[src/rtl/adc_trig_pkg.sv]
package adc_trig_pkg;

    typedef enum logic [1:0] {
        CMD_OFF   = 2'b00,
        CMD_RUN   = 2'b01,
        CMD_RSV   = 2'b10,
        CMD_FLUSH = 2'b11
    } cmd_e;

    // one bit per source code; 0 means the code selects no event
    localparam logic [63:0] EV_VALID_DEF = 64'h21FF_CFFF_FFFF_FFFF;

endpackage

[src/rtl/ev_trig_sel.sv]
module ev_trig_sel #(
    parameter int SRC_W = 6,
    parameter int NEV   = 1 << SRC_W,
    parameter logic [NEV-1:0] EV_VALID = '1
) (
    input  logic             clk,
    input  logic             rst_n,
    input  logic [NEV-1:0]   ev_bus,
    input  logic [SRC_W-1:0] src,
    input  logic             pol,
    output logic             ev_fire
);

    typedef struct packed {
        logic s1;
        logic s2;
        logic s3;
    } sync_t;

    sync_t r_d, r_q;
    logic  sel;

    always_comb begin
        sel    = EV_VALID[src] ? ev_bus[src] : 1'b0;
        r_d    = r_q;
        r_d.s1 = sel;
        r_d.s2 = r_q.s1;
        r_d.s3 = r_q.s2;
    end

    always_ff @(posedge clk or negedge rst_n) begin
        if (!rst_n) r_q <= '0;
        else        r_q <= r_d;
    end

    // polarity applied after synchronising so a polarity change alone makes no edge
    assign ev_fire = (r_q.s2 ^ pol) & ~(r_q.s3 ^ pol);

endmodule

[src/rtl/conv_ctl.sv]
module conv_ctl (
    input  logic clk,
    input  logic rst_n,
    input  logic en,
    input  logic trig,
    input  logic done,
    output logic start,
    output logic take
);

    typedef struct packed {
        logic start;
        logic busy;
    } cv_t;

    cv_t c_d, c_q;

    always_comb begin
        c_d       = c_q;
        c_d.start = 1'b0;
        if (!en) begin
            c_d.busy = 1'b0;
        end else if (c_q.busy) begin
            if (done) c_d.busy = 1'b0;
        end else if (trig) begin
            c_d.start = 1'b1;
            c_d.busy  = 1'b1;
        end
    end

    always_ff @(posedge clk or negedge rst_n) begin
        if (!rst_n) c_q <= '0;
        else        c_q <= c_d;
    end

    assign start = c_q.start;
    assign take  = en & c_q.busy & done;


    start_pulse_chk: assert property (@(posedge clk) disable iff (!rst_n)
        start |=> !start);

    off_no_start_chk: assert property (@(posedge clk) disable iff (!rst_n)
        !en |=> !start);

    busy_drop_chk: assert property (@(posedge clk) disable iff (!rst_n)
        c_q.busy && !done |=> !start);

endmodule

[src/rtl/adc_fifo.sv]
module adc_fifo #(
    parameter int DW    = 12,
    parameter int DEPTH = 4
) (
    input  logic          clk,
    input  logic          rst_n,
    input  logic          flush,
    input  logic          push,
    input  logic [DW-1:0] push_data,
    input  logic          pop,
    output logic [DW-1:0] rd_data,
    output logic          empty,
    output logic          afull,
    output logic          full,
    output logic          ovf,
    output logic          udf
);

    localparam int AW = (DEPTH > 1) ? $clog2(DEPTH) : 1;
    localparam int CW = AW + 1;

    typedef struct packed {
        logic [DEPTH-1:0][DW-1:0] mem;
        logic [AW-1:0]            wp;
        logic [AW-1:0]            rp;
        logic [CW-1:0]            cnt;
        logic                     ovf;
        logic                     udf;
        logic [DW-1:0]            rdat;
    } fifo_t;

    fifo_t f_d, f_q;
    logic  is_full, is_empty, do_w, do_r;

    function automatic logic [AW-1:0] nxt(input logic [AW-1:0] p);
        return (p == AW'(DEPTH - 1)) ? '0 : p + 1'b1;
    endfunction

    always_comb begin
        f_d      = f_q;
        is_full  = (f_q.cnt == CW'(DEPTH));
        is_empty = (f_q.cnt == '0);
        do_w     = push && !f_q.ovf && !is_full;
        do_r     = pop && !f_q.udf && !is_empty;
        if (flush) begin
            f_d.wp  = '0;
            f_d.rp  = '0;
            f_d.cnt = '0;
            f_d.ovf = 1'b0;
            f_d.udf = 1'b0;
        end else begin
            if (push && is_full) f_d.ovf = 1'b1;
            if (pop && is_empty) f_d.udf = 1'b1;
            if (do_w) begin
                f_d.mem[f_q.wp] = push_data;
                f_d.wp          = nxt(f_q.wp);
            end
            if (do_r) begin
                f_d.rdat = f_q.mem[f_q.rp];
                f_d.rp   = nxt(f_q.rp);
            end
            unique case ({do_w, do_r})
                2'b10:   f_d.cnt = f_q.cnt + 1'b1;
                2'b01:   f_d.cnt = f_q.cnt - 1'b1;
                default: f_d.cnt = f_q.cnt;
            endcase
        end
    end

    always_ff @(posedge clk or negedge rst_n) begin
        if (!rst_n) f_q <= '0;
        else        f_q <= f_d;
    end

    assign rd_data = f_q.rdat;
    assign empty   = (f_q.cnt == '0);
    assign afull   = (f_q.cnt == CW'(DEPTH - 1));
    assign full    = (f_q.cnt == CW'(DEPTH));
    assign ovf     = f_q.ovf;
    assign udf     = f_q.udf;


    cnt_range_chk: assert property (@(posedge clk) disable iff (!rst_n)
        f_q.cnt <= CW'(DEPTH));

    ovf_sticky_chk: assert property (@(posedge clk) disable iff (!rst_n)
        f_q.ovf && !flush |=> f_q.ovf);

    no_grow_ovf_chk: assert property (@(posedge clk) disable iff (!rst_n)
        f_q.ovf && !flush |=> f_q.cnt <= $past(f_q.cnt));

    udf_sticky_chk: assert property (@(posedge clk) disable iff (!rst_n)
        f_q.udf && !flush |=> f_q.udf && $stable(rd_data));

    flush_clear_chk: assert property (@(posedge clk) disable iff (!rst_n)
        flush |=> empty && !ovf && !udf);

endmodule

[src/rtl/adc_trig_fifo.sv]
module adc_trig_fifo
    import adc_trig_pkg::*;
#(
    parameter int DW    = 12,
    parameter int DEPTH = 4,
    parameter int SRC_W = 6,
    parameter logic [(1 << SRC_W)-1:0] EV_VALID = EV_VALID_DEF
) (
    input  logic                    clk,
    input  logic                    rst_n,
    input  logic                    ctl_wr,
    input  logic [1:0]              ctl_cmd,
    input  logic [SRC_W-1:0]        ctl_src,
    input  logic                    ctl_pol,
    output logic [1:0]              cfg_cmd,
    output logic [SRC_W-1:0]        cfg_src,
    output logic                    cfg_pol,
    input  logic                    man_trig,
    input  logic                    dmy_wr,
    input  logic [DW-1:0]           dmy_data,
    input  logic                    rd_en,
    output logic [DW-1:0]           rd_data,
    output logic                    st_empty,
    output logic                    st_afull,
    output logic                    st_full,
    output logic                    st_overflow,
    output logic                    st_underflow,
    input  logic [(1 << SRC_W)-1:0] ev_bus,
    output logic                    adc_start,
    input  logic                    adc_done,
    input  logic [DW-1:0]           adc_data
);

    localparam int NEV = 1 << SRC_W;

    typedef struct packed {
        cmd_e             cmd;
        logic [SRC_W-1:0] src;
        logic             pol;
    } ctl_t;

    ctl_t          k_d, k_q;
    logic          en, flush, ev_fire, take, push;
    logic [DW-1:0] push_data;

    always_comb begin
        k_d = k_q;
        if (ctl_wr) begin
            k_d.cmd = cmd_e'(ctl_cmd);
            k_d.src = ctl_src;
            k_d.pol = ctl_pol;
        end
    end

    always_ff @(posedge clk or negedge rst_n) begin
        if (!rst_n) begin
            k_q.cmd <= CMD_OFF;
            k_q.src <= '1;
            k_q.pol <= 1'b0;
        end else begin
            k_q <= k_d;
        end
    end

    assign en        = (k_q.cmd == CMD_RUN);
    assign flush     = ctl_wr && (cmd_e'(ctl_cmd) == CMD_FLUSH);
    assign push      = take | (dmy_wr & en);
    assign push_data = take ? adc_data : dmy_data;

    assign cfg_cmd = k_q.cmd;
    assign cfg_src = k_q.src;
    assign cfg_pol = k_q.pol;

    ev_trig_sel #(
        .SRC_W    (SRC_W),
        .NEV      (NEV),
        .EV_VALID (EV_VALID)
    ) u_sel (
        .clk     (clk),
        .rst_n   (rst_n),
        .ev_bus  (ev_bus),
        .src     (k_q.src),
        .pol     (k_q.pol),
        .ev_fire (ev_fire)
    );

    conv_ctl u_conv (
        .clk   (clk),
        .rst_n (rst_n),
        .en    (en),
        .trig  (ev_fire | man_trig),
        .done  (adc_done),
        .start (adc_start),
        .take  (take)
    );

    adc_fifo #(
        .DW    (DW),
        .DEPTH (DEPTH)
    ) u_fifo (
        .clk       (clk),
        .rst_n     (rst_n),
        .flush     (flush),
        .push      (push),
        .push_data (push_data),
        .pop       (rd_en),
        .rd_data   (rd_data),
        .empty     (st_empty),
        .afull     (st_afull),
        .full      (st_full),
        .ovf       (st_overflow),
        .udf       (st_underflow)
    );


    off_no_store_chk: assert property (@(posedge clk) disable iff (!rst_n)
        !en && !flush && !rd_en |=> $stable({st_empty, st_afull, st_full, st_overflow}));

    readback_chk: assert property (@(posedge clk) disable iff (!rst_n)
        ctl_wr |=> cfg_src == $past(ctl_src) && cfg_pol == $past(ctl_pol));

endmodule

[config.mk]
export PLATFORM = sky130hd
export DESIGN_NAME = adc_trig_fifo
export DESIGN_NICKNAME = d
export VERILOG_FILES = /design/src/rtl/adc_trig_pkg.sv /design/src/rtl/ev_trig_sel.sv /design/src/rtl/conv_ctl.sv /design/src/rtl/adc_fifo.sv /design/src/rtl/adc_trig_fifo.sv
export SDC_FILE = /design/constraint.sdc
export NUM_CORES = 1
export LEC_CHECK = 0
export BUFFER_PORTS_ARGS = -buffer_cell sky130_fd_sc_hd__buf_2
export CORE_ASPECT_RATIO = 2
export CORE_MARGIN = 3
export CORE_UTILIZATION = 50
export CTS_CLUSTER_SIZE = 14
export DETAILED_ROUTE_END_ITERATION = 8
export PLACE_DENSITY = 0.78
export SYNTH_ARGS = -nofsm -noshare
export SYNTH_HDL_FRONTEND = slang
export SYNTH_SLANG_ARGS = --single-unit
[constraint.sdc]
create_clock -name clk -period 5.2 [get_ports clk]
set_input_delay 1.04 -clock clk [delete_from_list [all_inputs] [get_ports clk]]
set_output_delay 1.04 -clock clk [all_outputs]
set_load 0.1 [all_outputs]
==> impl_metrics.yaml, run 1 <==
status:
  status: "complete, no violations"
worst_setup_path:
  r2r_start: "cfg_cmd[1]"
  r2r_slack_ns: 2.64
  critPathBufInv: 1
  worstPathMaxFanout: 24
  max_stage_delay_ns: 0.78
  worstSetupEndpointType: "register"
  startpoint_type: "input port"
  rr_worst_depth: 4
  arrival_ns: 2.98
  cp_slowest_cell: "nand3_1"
  r2r-end: "u_fifo.f_q[39]"
  cp_top_family: "simple AND/OR/NAND/NOR gates"
  critPathRequiredTime_ns: 5.42
  crit_chain: "buf_2, a21oi_1, nor4_4, nand3_1, o21ai_0"
  critical_path_class: "in -> reg"
timing:
  rsz0062_at_grt: "no"
  period_share_pct: 53.1
  tightest_slew_ns: 1.10
  hold_violations: 0
  report.final.slew_viol_count: 0
  finalClockSkew_ns: 0.0104
  min_period_ns: 2.76
  setup_viol: 0
  relSlewSlack_pct: 26.0
  clock.fmax_mhz: 362
  setup-tns-final_ns: 0
yosys:
  synth_edf_count: 0
  synth_cell_types: 39
  syn_nets: 463
  yosysSeqAreaShare_pct: 49.5
  yosysMostFrequentCell: "dfrtp_1"
  yosys-top-cells-count: "dfrtp_1 (77), nand2_1 (52), o21ai_0 (51)"
  synthArstFlopShare_pct: 100
  netlist_instances: 353
  synth_top_area_share_pct: 45.7
  ys_ff_latch: 83
  syn_area_um2: 4210
  synth_area_leaders: "dfrtp_1 (46%), mux4_2 (12%), mux2_2 (6.4%)"
  synth_area_leader_cell: "dfrtp_1"
  synth_ff_type: "dfrtp_1"
  ys_warn_count: 0
  syn_avg_cell_area_um2: 11.9
route:
  totalWireLength_um: 9380
  drc_errors: 0
  drtAntennaViolNets: 0
  dr.pass1.iters: 4
  dr.first_iter.drc_count: 194
  routed-via-count: 3144
  wl_per_cell_um: 16.9
  vias_per_cell: 5.66
floorplanning:
  die_h_um: 136
  start_util_pct: 52.3
  pin_count: 131
  core-area_um2: 8060
  rows: 46
  dieArea_um2: 9630
  die_w_um: 70.9
power_and_ir_drop:
  power.share.clock_pct: 22.3
  p_total_mw: 2.90
  switchingPower_mw: 1.19
  pwr-share-seq_pct: 38.4
  ir_drop_uv: 268
  leakagePower_nw: 2.48
  pwr-share-comb_pct: 39.3
  p_per_area_nw_per_um2: 572
  swShare_pct: 40.9
  p_int_mw: 1.72
global_routing:
  grt_pass1_vias: 3299
  grt_pass1_wl_um: 15400
  grt_max_degree: 84
  antenna_found_initial: 0
  gr-total-overflow: 0
  grt.total_usage_pct: 20.9
clock_tree:
  cts_tree: "built"
  clk_latency_ns: 0.33
  clkTransAtPathRegs_ns: 0.06
  htree_num_levels: 3
  cts_buffer_depth: 2
  numCtsBuffers: 9
  cts_hold_buf: 0
  cts_setup_buffers: 0
  clock-sinks: 83
  cts-resized-gates: 0
  clockRootBuffer: "clkbuf_16"
final_layout:
  stdcell_area_um2: 5070
  diodes: 0
  nets: 564
  fill_cells: 638
  syn_to_final_growth_pct: 20.4
  finalNonFillerCells: 555
  drive_gt1_share_pct: 42.3
hold_path:
  hold_class: "reg -> reg"
  whs_path_depth: 0
  hold_start: "u_sel.r_d[1]"
  hold-path-endpoint: "u_sel.r_d[0]"
placement:
  place_congestion: 0.776
  dp_hpwl_um: 7020
  numPortBuffers: 124
  place_inst: 539
  place_area_um2: 4760
job:
  max_cap_violations: 0
[through the flow]
step	setup slack [ns]	hold WS, ns	utilization (%)
5_1_grt	2.18	0.378	63.0
3_3_place_gp	2.19	0.340	59.1
2_1_floorplan	1.05	0.331	-
6_report	2.44	0.352	63.0
4_1_cts	2.43	0.354	63.0
3_5_place_dp	2.11	0.341	59.1
[final cells by class]
cell class              instances  area (um2)  area share (%)
flip-flops and latches         83        2080            41.1
well taps                      96         120            2.37
inverters                       3        11.3           0.222
clock inverters                 2        35.0           0.691
clock buffers                  14         274            5.40
repair buffers                124         623            12.3
multi-input cells             233        1920            37.9
[per-layer routing]
metal / GRT usage (%) / routed length, um / vias to the layer above
met3: 4.52 / 648 / 12
met2: 38.6 / 5280 / 127
met5: 0 / 0 / -
li1: - / - / 1466
met1: 23.1 / 3290 / 1539
met4: 7.64 / 161 / 0
[how the worst max path moves through the flow]
stage,to,from,cells past startpoint,slack (ns)
floorplan,u_fifo.f_q[16],u_fifo.f_q[14],8,1.05
global placement,u_fifo.f_q[45],adc_done,4,2.19
detailed placement,u_fifo.f_q[39],adc_done,5,2.11
CTS,cfg_src[0],cfg_src[0],1,2.43
global route,u_fifo.f_q[31],adc_done,5,2.18
finish,u_fifo.f_q[39],adc_done,5,2.44
[kinds of logic (layout without fill, tap and decap cells)]
logic type,count (synthesis),after routing,share of synthesized area [%]
xor gates and xnor gates,2,2,0.416
DFF,83,83,49.5
muxes,68,68,24.6
AOI/OAI and AO/OA,63,63,8.19
buffers and inverters,37,143,4.87
and+or+nand+nor,94,94,10.5
adders and majority gates,6,6,1.96
[state kept, by name (all words and copies together), names as in the netlist, 2 cells and up]
register / flops
cfg_cmd: 2
cfg_src: 6
u_fifo.f_q: 55
u_fifo.rd_data: 12
u_sel.r_d: 2
[layout by cell type (no fill, tap or decap), drive strengths merged, types with 2 or more instances in the layout]
cell type / count
a211oi: 2
a21oi: 4
and3: 2
buf: 124
clkbuf: 14
dfrtp: 77
dfstp: 6
ha: 5
inv: 3
mux2: 24
mux2i: 19
mux4: 25
nand2: 52
nand2b: 2
nand3: 5
nor2: 14
nor2b: 2
nor3: 6
nor3b: 4
nor4: 2
o21ai: 51
o221ai: 3
xnor2: 2
[power groups by stage]
stage,Sequential (mW),Clock [mW],Combinational (mW)
3_5_place_dp,1.13,0,1.15
3_3_place_gp,1.10,0,1.11
5_1_grt,1.16,0.692,1.24
4_1_cts,1.12,0.660,1.16
6_report,1.12,0.649,1.14
2_1_floorplan,1.14,0,0.946
(Power assumes the default switching activity.)
==> run 2, diff against run 1 <==
--- a/config.mk
+++ b/config.mk
@@ -5,13 +5,14 @@
 export SDC_FILE = /design/constraint.sdc
 export NUM_CORES = 1
 export LEC_CHECK = 0
+export ABC_AREA = 1
 export BUFFER_PORTS_ARGS = -buffer_cell sky130_fd_sc_hd__buf_2
 export CORE_ASPECT_RATIO = 2
 export CORE_MARGIN = 3
 export CORE_UTILIZATION = 50
 export CTS_CLUSTER_SIZE = 14
 export DETAILED_ROUTE_END_ITERATION = 8
-export PLACE_DENSITY = 0.78
+export PLACE_DENSITY = 0.77
 export SYNTH_ARGS = -nofsm -noshare
 export SYNTH_HDL_FRONTEND = slang
 export SYNTH_SLANG_ARGS = --single-unit
==> constraint.sdc (replaced) <==
create_clock -name clk -period 2.6 [get_ports clk]
set_input_delay 0.52 -clock clk [delete_from_list [all_inputs] [get_ports clk]]
set_output_delay 0.52 -clock clk [all_outputs]
set_load 0.1 [all_outputs]
==> impl_metrics.yaml, run 2 <==
timing:
  period_share_pct: 82.1
  min_period_ns: 2.13
  hold_violations: 0
  finalClockSkew_ns: 0.00868
  report.final.slew_viol_count: 0
  tightest_slew_ns: 0.861
  setup_viol: 0
  relSlewSlack_pct: 42.6
  rsz0062_at_grt: "no"
  clock.fmax_mhz: 469
  setup-tns-final_ns: 0
yosys:
  synth_top_family_by_area: "simple AND/OR/NAND/NOR gates"
  synth_cell_types: 32
  yosysSeqAreaShare_pct: 43.9
  synthSimpleGateAreaFrac_pct: 26.8
  netlist_instances: 644
  syn_area_um2: 4740
  synth_top_area_share_pct: 40.6
  ys_warn_count: 0
  syn_avg_cell_area_um2: 7.37
  synth_xor_area_share_pct: 0.369
  synth_compound_area_share_pct: 13.3
  synthArstFlopShare_pct: 100
  synth_fa_ha_area_share_pct: 1.74
  ys_ff_latch: 83
  synth_area_leaders: "dfrtp_1 (41%), nand2_1 (17%), o21ai_0 (9.3%)"
  synth_edf_count: 0
  synth_ff_type: "dfrtp_1"
  syn_nets: 754
  yosysMostFrequentCell: "nand2_1"
  synth_area_leader_cell: "dfrtp_1"
  yosys-top-cells-count: "nand2_1 (217), o21ai_0 (88), dfrtp_1 (77)"
  synth.mux.area_fraction_pct: 3.09
final_layout:
  finalNonFillerCells: 855
  multi_input_comb_area_um2: 2160
  final_common_cell: "nand2_1"
  layout_common_cells: "nand2_1 (217), buf_2 (129), o21ai_0 (88)"
  largest_reg_flops: 55
  drive_gt1_share_pct: 24.2
  syn_to_final_growth_pct: 19.2
  fill_cells: 811
  nets: 858
  regArea_um2: 2080
  largest_register: "u_fifo.f_q"
worst_setup_path:
  r2r_start: "u_fifo.f_q[16]"
  critPathBufInv: 1
  critical_path_class: "reg -> reg"
  arrival_ns: 2.30
  critPathRequiredTime_ns: 2.77
  rr_worst_depth: 7
  worstPathMaxFanout: 24
  cp_top_family: "simple AND/OR/NAND/NOR gates"
  r2r-end: "u_fifo.f_q[40]"
  crit_chain: "nor3b_4, nor2_1, nand2_2, inv_2, nand2_4, nor2_2, o21ai_0"
  startpoint_type: "register"
  max_stage_delay_ns: 0.69
  cp_slowest_cell: "nor2_2"
  worstSetupEndpointType: "register"
  r2r_slack_ns: 0.47
clock_tree:
  clockRootBuffer: "clkbuf_16"
  cts_setup_buffers: 0
  cts-resized-gates: 0
  htree_num_levels: 3
  cts_buffer_depth: 2
  clk_latency_ns: 0.34
  cts_hold_buf: 0
  clkTransAtPathRegs_ns: 0.06
  clock-sinks: 83
  cts_tree: "built"
  numCtsBuffers: 9
power_and_ir_drop:
  leakagePower_nw: 3.07
  ir_drop_uv: 577
  p_per_area_nw_per_um2: 1070
route:
  vias_per_cell: 5.24
  dr.pass1.iters: 4
  totalWireLength_um: 12000
  dr.first_iter.drc_count: 399
  drtAntennaViolNets: 0
  routed-via-count: 4484
  drc_errors: 0
  wl_per_cell_um: 14.0
global_routing:
  antenna_found_initial: 1
  grt_pass1_vias: 4488
  grt_max_degree: 44
  grt.total_usage_pct: 24.0
  gr-total-overflow: 0
  grt_pass1_wl_um: 20100
floorplanning:
  start_util_pct: 51.9
  dieArea_um2: 10800
  die_w_um: 74.9
  pin_count: 131
  core-area_um2: 9140
  die_h_um: 144
  rows: 49
placement:
  place_inst: 839
  dp_hpwl_um: 8770
  place_congestion: 0.869
  numPortBuffers: 130
status:
  status: "complete, no violations"
hold_path:
  hold_class: "in -> async"
job:
  max_cap_violations: 0
run 2: cell types whose count changed after synthesis, sizes merged, moves of 11 or more:
| cell | change |
|---|---|
| nand3 | +39 |
| a21oi | +19 |
| o21ai | +48 |
| nand2 | +167 |
| mux2 | -11 |
| mux4 | -25 |
| nor2 | +21 |
| mux2i | -19 |
| inv | +61 |
run 2: layout make-up:
| type | instances | share of cell area (%) |
|---|---|---|
| sequential | 83 | 36.9 |
| clock buffer | 9 | 3.98 |
| multi-input combinational | 452 | 38.2 |
| antenna | 1 | 0.0443 |
| inverter | 65 | 4.32 |
| timing repair buffer | 137 | 12.7 |
| tap | 102 | 2.26 |
| clock inverter | 6 | 1.59 |
run 2: where the power goes:
part	total [mW]	switching, mW	internal, mW	leakage [nW]
clock network	1.34	0.500	0.838	0.152
registers	2.10	0.309	1.79	1.02
logic	2.61	1.96	0.649	1.89
total	6.05	2.77	3.28	3.07
run 2: layer usage:
metal	GRT usage, %	up-vias	routed length (um)
met5	0	-	0
met4	10.6	0	343
met3	3.71	28	635
met2	42.9	162	6520
met1	27.1	2046	4490
li1	-	2248	-
run 2: logic make-up (layout without fill, tap and decap cells):
kind of cell | after synthesis | in the layout
AND/OR/NAND/NOR | 306 | 306
AO/OA/AOI/OAI | 125 | 125
multiplexers | 13 | 13
other | 0 | 1
buffers and inverters | 109 | 217
adder cells (fa/ha/maj) | 6 | 6
XOR/XNOR | 2 | 2
flip-flops | 83 | 83
run 2: metrics by stage:
step                setup WS, ns  total power [mW]  util (%)  hold slack (ns)  area [um2]
global placement           0.481              4.65      58.4            0.342        5340
floorplan                 0.0214              4.25         -            0.224        4750
CTS                        0.476              6.09      61.9            0.192        5650
detailed placement         0.319              4.74      58.4            0.343        5340
finish                     0.466              6.05      61.9            0.173        5650
global route               0.309              6.47      61.9            0.211        5650
run 2: worst max-delay path by stage:
stage	startpoint	endpoint	slack, ns	cells past startpoint
3_3_place_gp	ctl_wr	u_fifo.f_q[35]	0.48	5
3_5_place_dp	ctl_wr	u_fifo.f_q[40]	0.32	5
2_1_floorplan	cfg_cmd[0]	u_fifo.f_q[16]	0.02	12
5_1_grt	u_fifo.f_q[16]	u_fifo.f_q[33]	0.31	7
4_1_cts	u_fifo.f_q[16]	u_fifo.f_q[40]	0.48	7
6_report	u_fifo.f_q[16]	u_fifo.f_q[40]	0.47	7
run 2: worst register-to-register path, delay by kind of cell, from the launching register on:
kind	cells	cell delay (ns)
AND/OR/NAND/NOR	5	1.25
flip-flops	1	0.45
AO/OA/AOI/OAI	1	0.20
buffers and inverters	1	0.08
==> run 3, diff against run 2 <==
--- a/config.mk
+++ b/config.mk
@@ -9,7 +9,7 @@
 export BUFFER_PORTS_ARGS = -buffer_cell sky130_fd_sc_hd__buf_2
 export CORE_ASPECT_RATIO = 2
 export CORE_MARGIN = 3
-export CORE_UTILIZATION = 50
+export CORE_UTILIZATION = 48
 export CTS_CLUSTER_SIZE = 14
 export DETAILED_ROUTE_END_ITERATION = 8
 export PLACE_DENSITY = 0.77
==> constraint.sdc (replaced) <==
create_clock -name clk -period 1.88 [get_ports clk]
set_input_delay 0.376 -clock clk [delete_from_list [all_inputs] [get_ports clk]]
set_output_delay 0.376 -clock clk [all_outputs]
set_load 0.1 [all_outputs]
==> impl_metrics.yaml, run 3 (synthesized netlist as in run 2, its figures left out) <==
status:
  status: "finished with violations"
  violations: "negative setup slack"
route:
  routed-via-count: 4655
  totalWireLength_um: 13300
  wl_per_cell_um: 14.7
  drc_errors: 0
  vias_per_cell: 5.16
  dr.first_iter.drc_count: 216
  dr.pass1.iters: 6
  drtAntennaViolNets: 0
floorplanning:
  rows: 50
  dieArea_um2: 11200
  start_util_pct: 49.9
  core-area_um2: 9510
  die_w_um: 76.3
  die_h_um: 147
  pin_count: 131
global_routing:
  grt_max_degree: 33
  antenna_found_initial: 0
  gr-total-overflow: 0
  grt.total_usage_pct: 24.6
  grt_pass1_vias: 4725
  grt_pass1_wl_um: 22300
placement:
  place_area_um2: 5560
  dp_hpwl_um: 10000
  place_inst: 883
  numPortBuffers: 130
  dp_slack_ns: -0.0426
  place_congestion: 0.903
final_layout:
  largest_reg_flops: 55
  largest_register: "u_fifo.f_q"
  diodes: 0
  syn_to_final_growth_pct: 24.8
  utilization_pct: 62.2
  finalNonFillerCells: 903
  final_common_cell: "nand2_1"
  layout_common_cells: "nand2_1 (213), buf_2 (124), o21ai_0 (75)"
  stdcell_area_um2: 5920
  nets: 878
  fill_cells: 864
  drive_gt1_share_pct: 27.7
clock_tree:
  numCtsBuffers: 9
  cts_tree: "built"
  clockRootBuffer: "clkbuf_16"
  clock-sinks: 83
  clkTransAtPathRegs_ns: 0.06
  cts_buffer_depth: 2
  clk_latency_ns: 0.34
  htree_num_levels: 3
timing:
  period_share_pct: 102
  rsz0062_at_grt: "yes"
  setup_viol: 1
  min_period_ns: 1.91
  setup-tns-final_ns: -0.0325
  report.final.slew_viol_count: 0
  relSlewSlack_pct: 66.3
  hold_violations: 0
  setup_slack_ns: -0.0325
  finalClockSkew_ns: 0.00497
  timing.hold.ws_ns: 0.268
  tightest_slew_ns: 0.509
  clock.fmax_mhz: 523
worst_setup_path:
  critPathMostFrequentCell: "nand2_2"
  arrival_ns: 2.18
  critPathRequiredTime_ns: 2.15
  max_stage_delay_ns: 0.44
  critical_path_class: "reg -> reg"
  cp_slowest_cell: "dfrtp_2"
  worstSetupEndpointType: "register"
  r2r_start: "u_fifo.f_q[16]"
  worstPathMaxFanout: 4
  critPathLaunch: "u_fifo.f_q[16]"
  critPathBufInv: 1
  startpoint_type: "register"
  crit_chain: "nor3b_4, nor2_1, nand2_2, nand2_2, inv_2, fa_2, xnor2_2, xor2_1, nand3_1, nand2_1"
  cp_top_family: "simple AND/OR/NAND/NOR gates"
hold_path:
  hold_class: "in -> reg"
  hold_start: "ctl_src[4]"
job:
  max_cap_violations: 0
power_and_ir_drop:
  leakagePower_nw: 3.16
  p_total_mw: 8.64
  p_per_area_nw_per_um2: 1460
  ir_drop_uv: 846
## run 3: cell count changes in the layout (fill, tap and decap cells not counted), sizes merged
cell	previous run	this run
inv	65	64
buf	137	154
clkbuf	9	14
dlygate4sd3	0	1
clkinvlp	1	2
bufinv	2	1
diode	1	0
clkinv	3	2
## run 3: area by class of cell
type	count	area [um2]	area share, %
clock buffers	12	246	4.16
clock inverters	4	50.0	0.846
inverters	65	244	4.12
multi-input cells	452	2200	37.1
flip-flops and latches	83	2090	35.4
well taps	130	163	2.75
repair buffers	157	925	15.6
## run 3: power by group
group	internal [mW]	leakage, nW	switching, mW
clock network	1.06	0.139	0.683
logic	1.11	2.00	2.88
registers	2.49	1.02	0.411
## run 3: final timing paths
path                            cells past startpoint  slack [ns]        endpoint
worst max-delay path                               10       -0.03  u_fifo.f_q[16]
worst min-delay path                                3        0.27      cfg_src[4]
worst max register to register                     10       -0.03  u_fifo.f_q[16]
worst min register to register                      0        0.38    u_sel.r_d[0]
max in group asynchronous                           3        0.75      cfg_src[5]
min in group asynchronous                           2        0.52  u_fifo.f_q[14]
## run 3: what timing repair did
item / CTS / global route
hold buffers: 1 / 0
setup buffers: 1 / 2
endpoints found under the hold margin: 28 / 0
resized for setup: 3 / 8
endpoints found under the setup margin: 2 / 3
pin swaps: 0 / 4
## run 3: tightest hold or removal path: stages
cell and delay [ns]:
buf_2 0.07, nand2_1 0.04, o21ai_0 0.07
## run 3: layer usage
metal | track usage, % | share of wire, % | vias up
met4 | 9.80 | 2.4 | 0
li1 | - | - | 2287
met3 | 4.75 | 5.9 | 30
met1 | 26.1 | 36 | 2123
met5 | 0 | 0 | -
met2 | 46.6 | 56 | 215
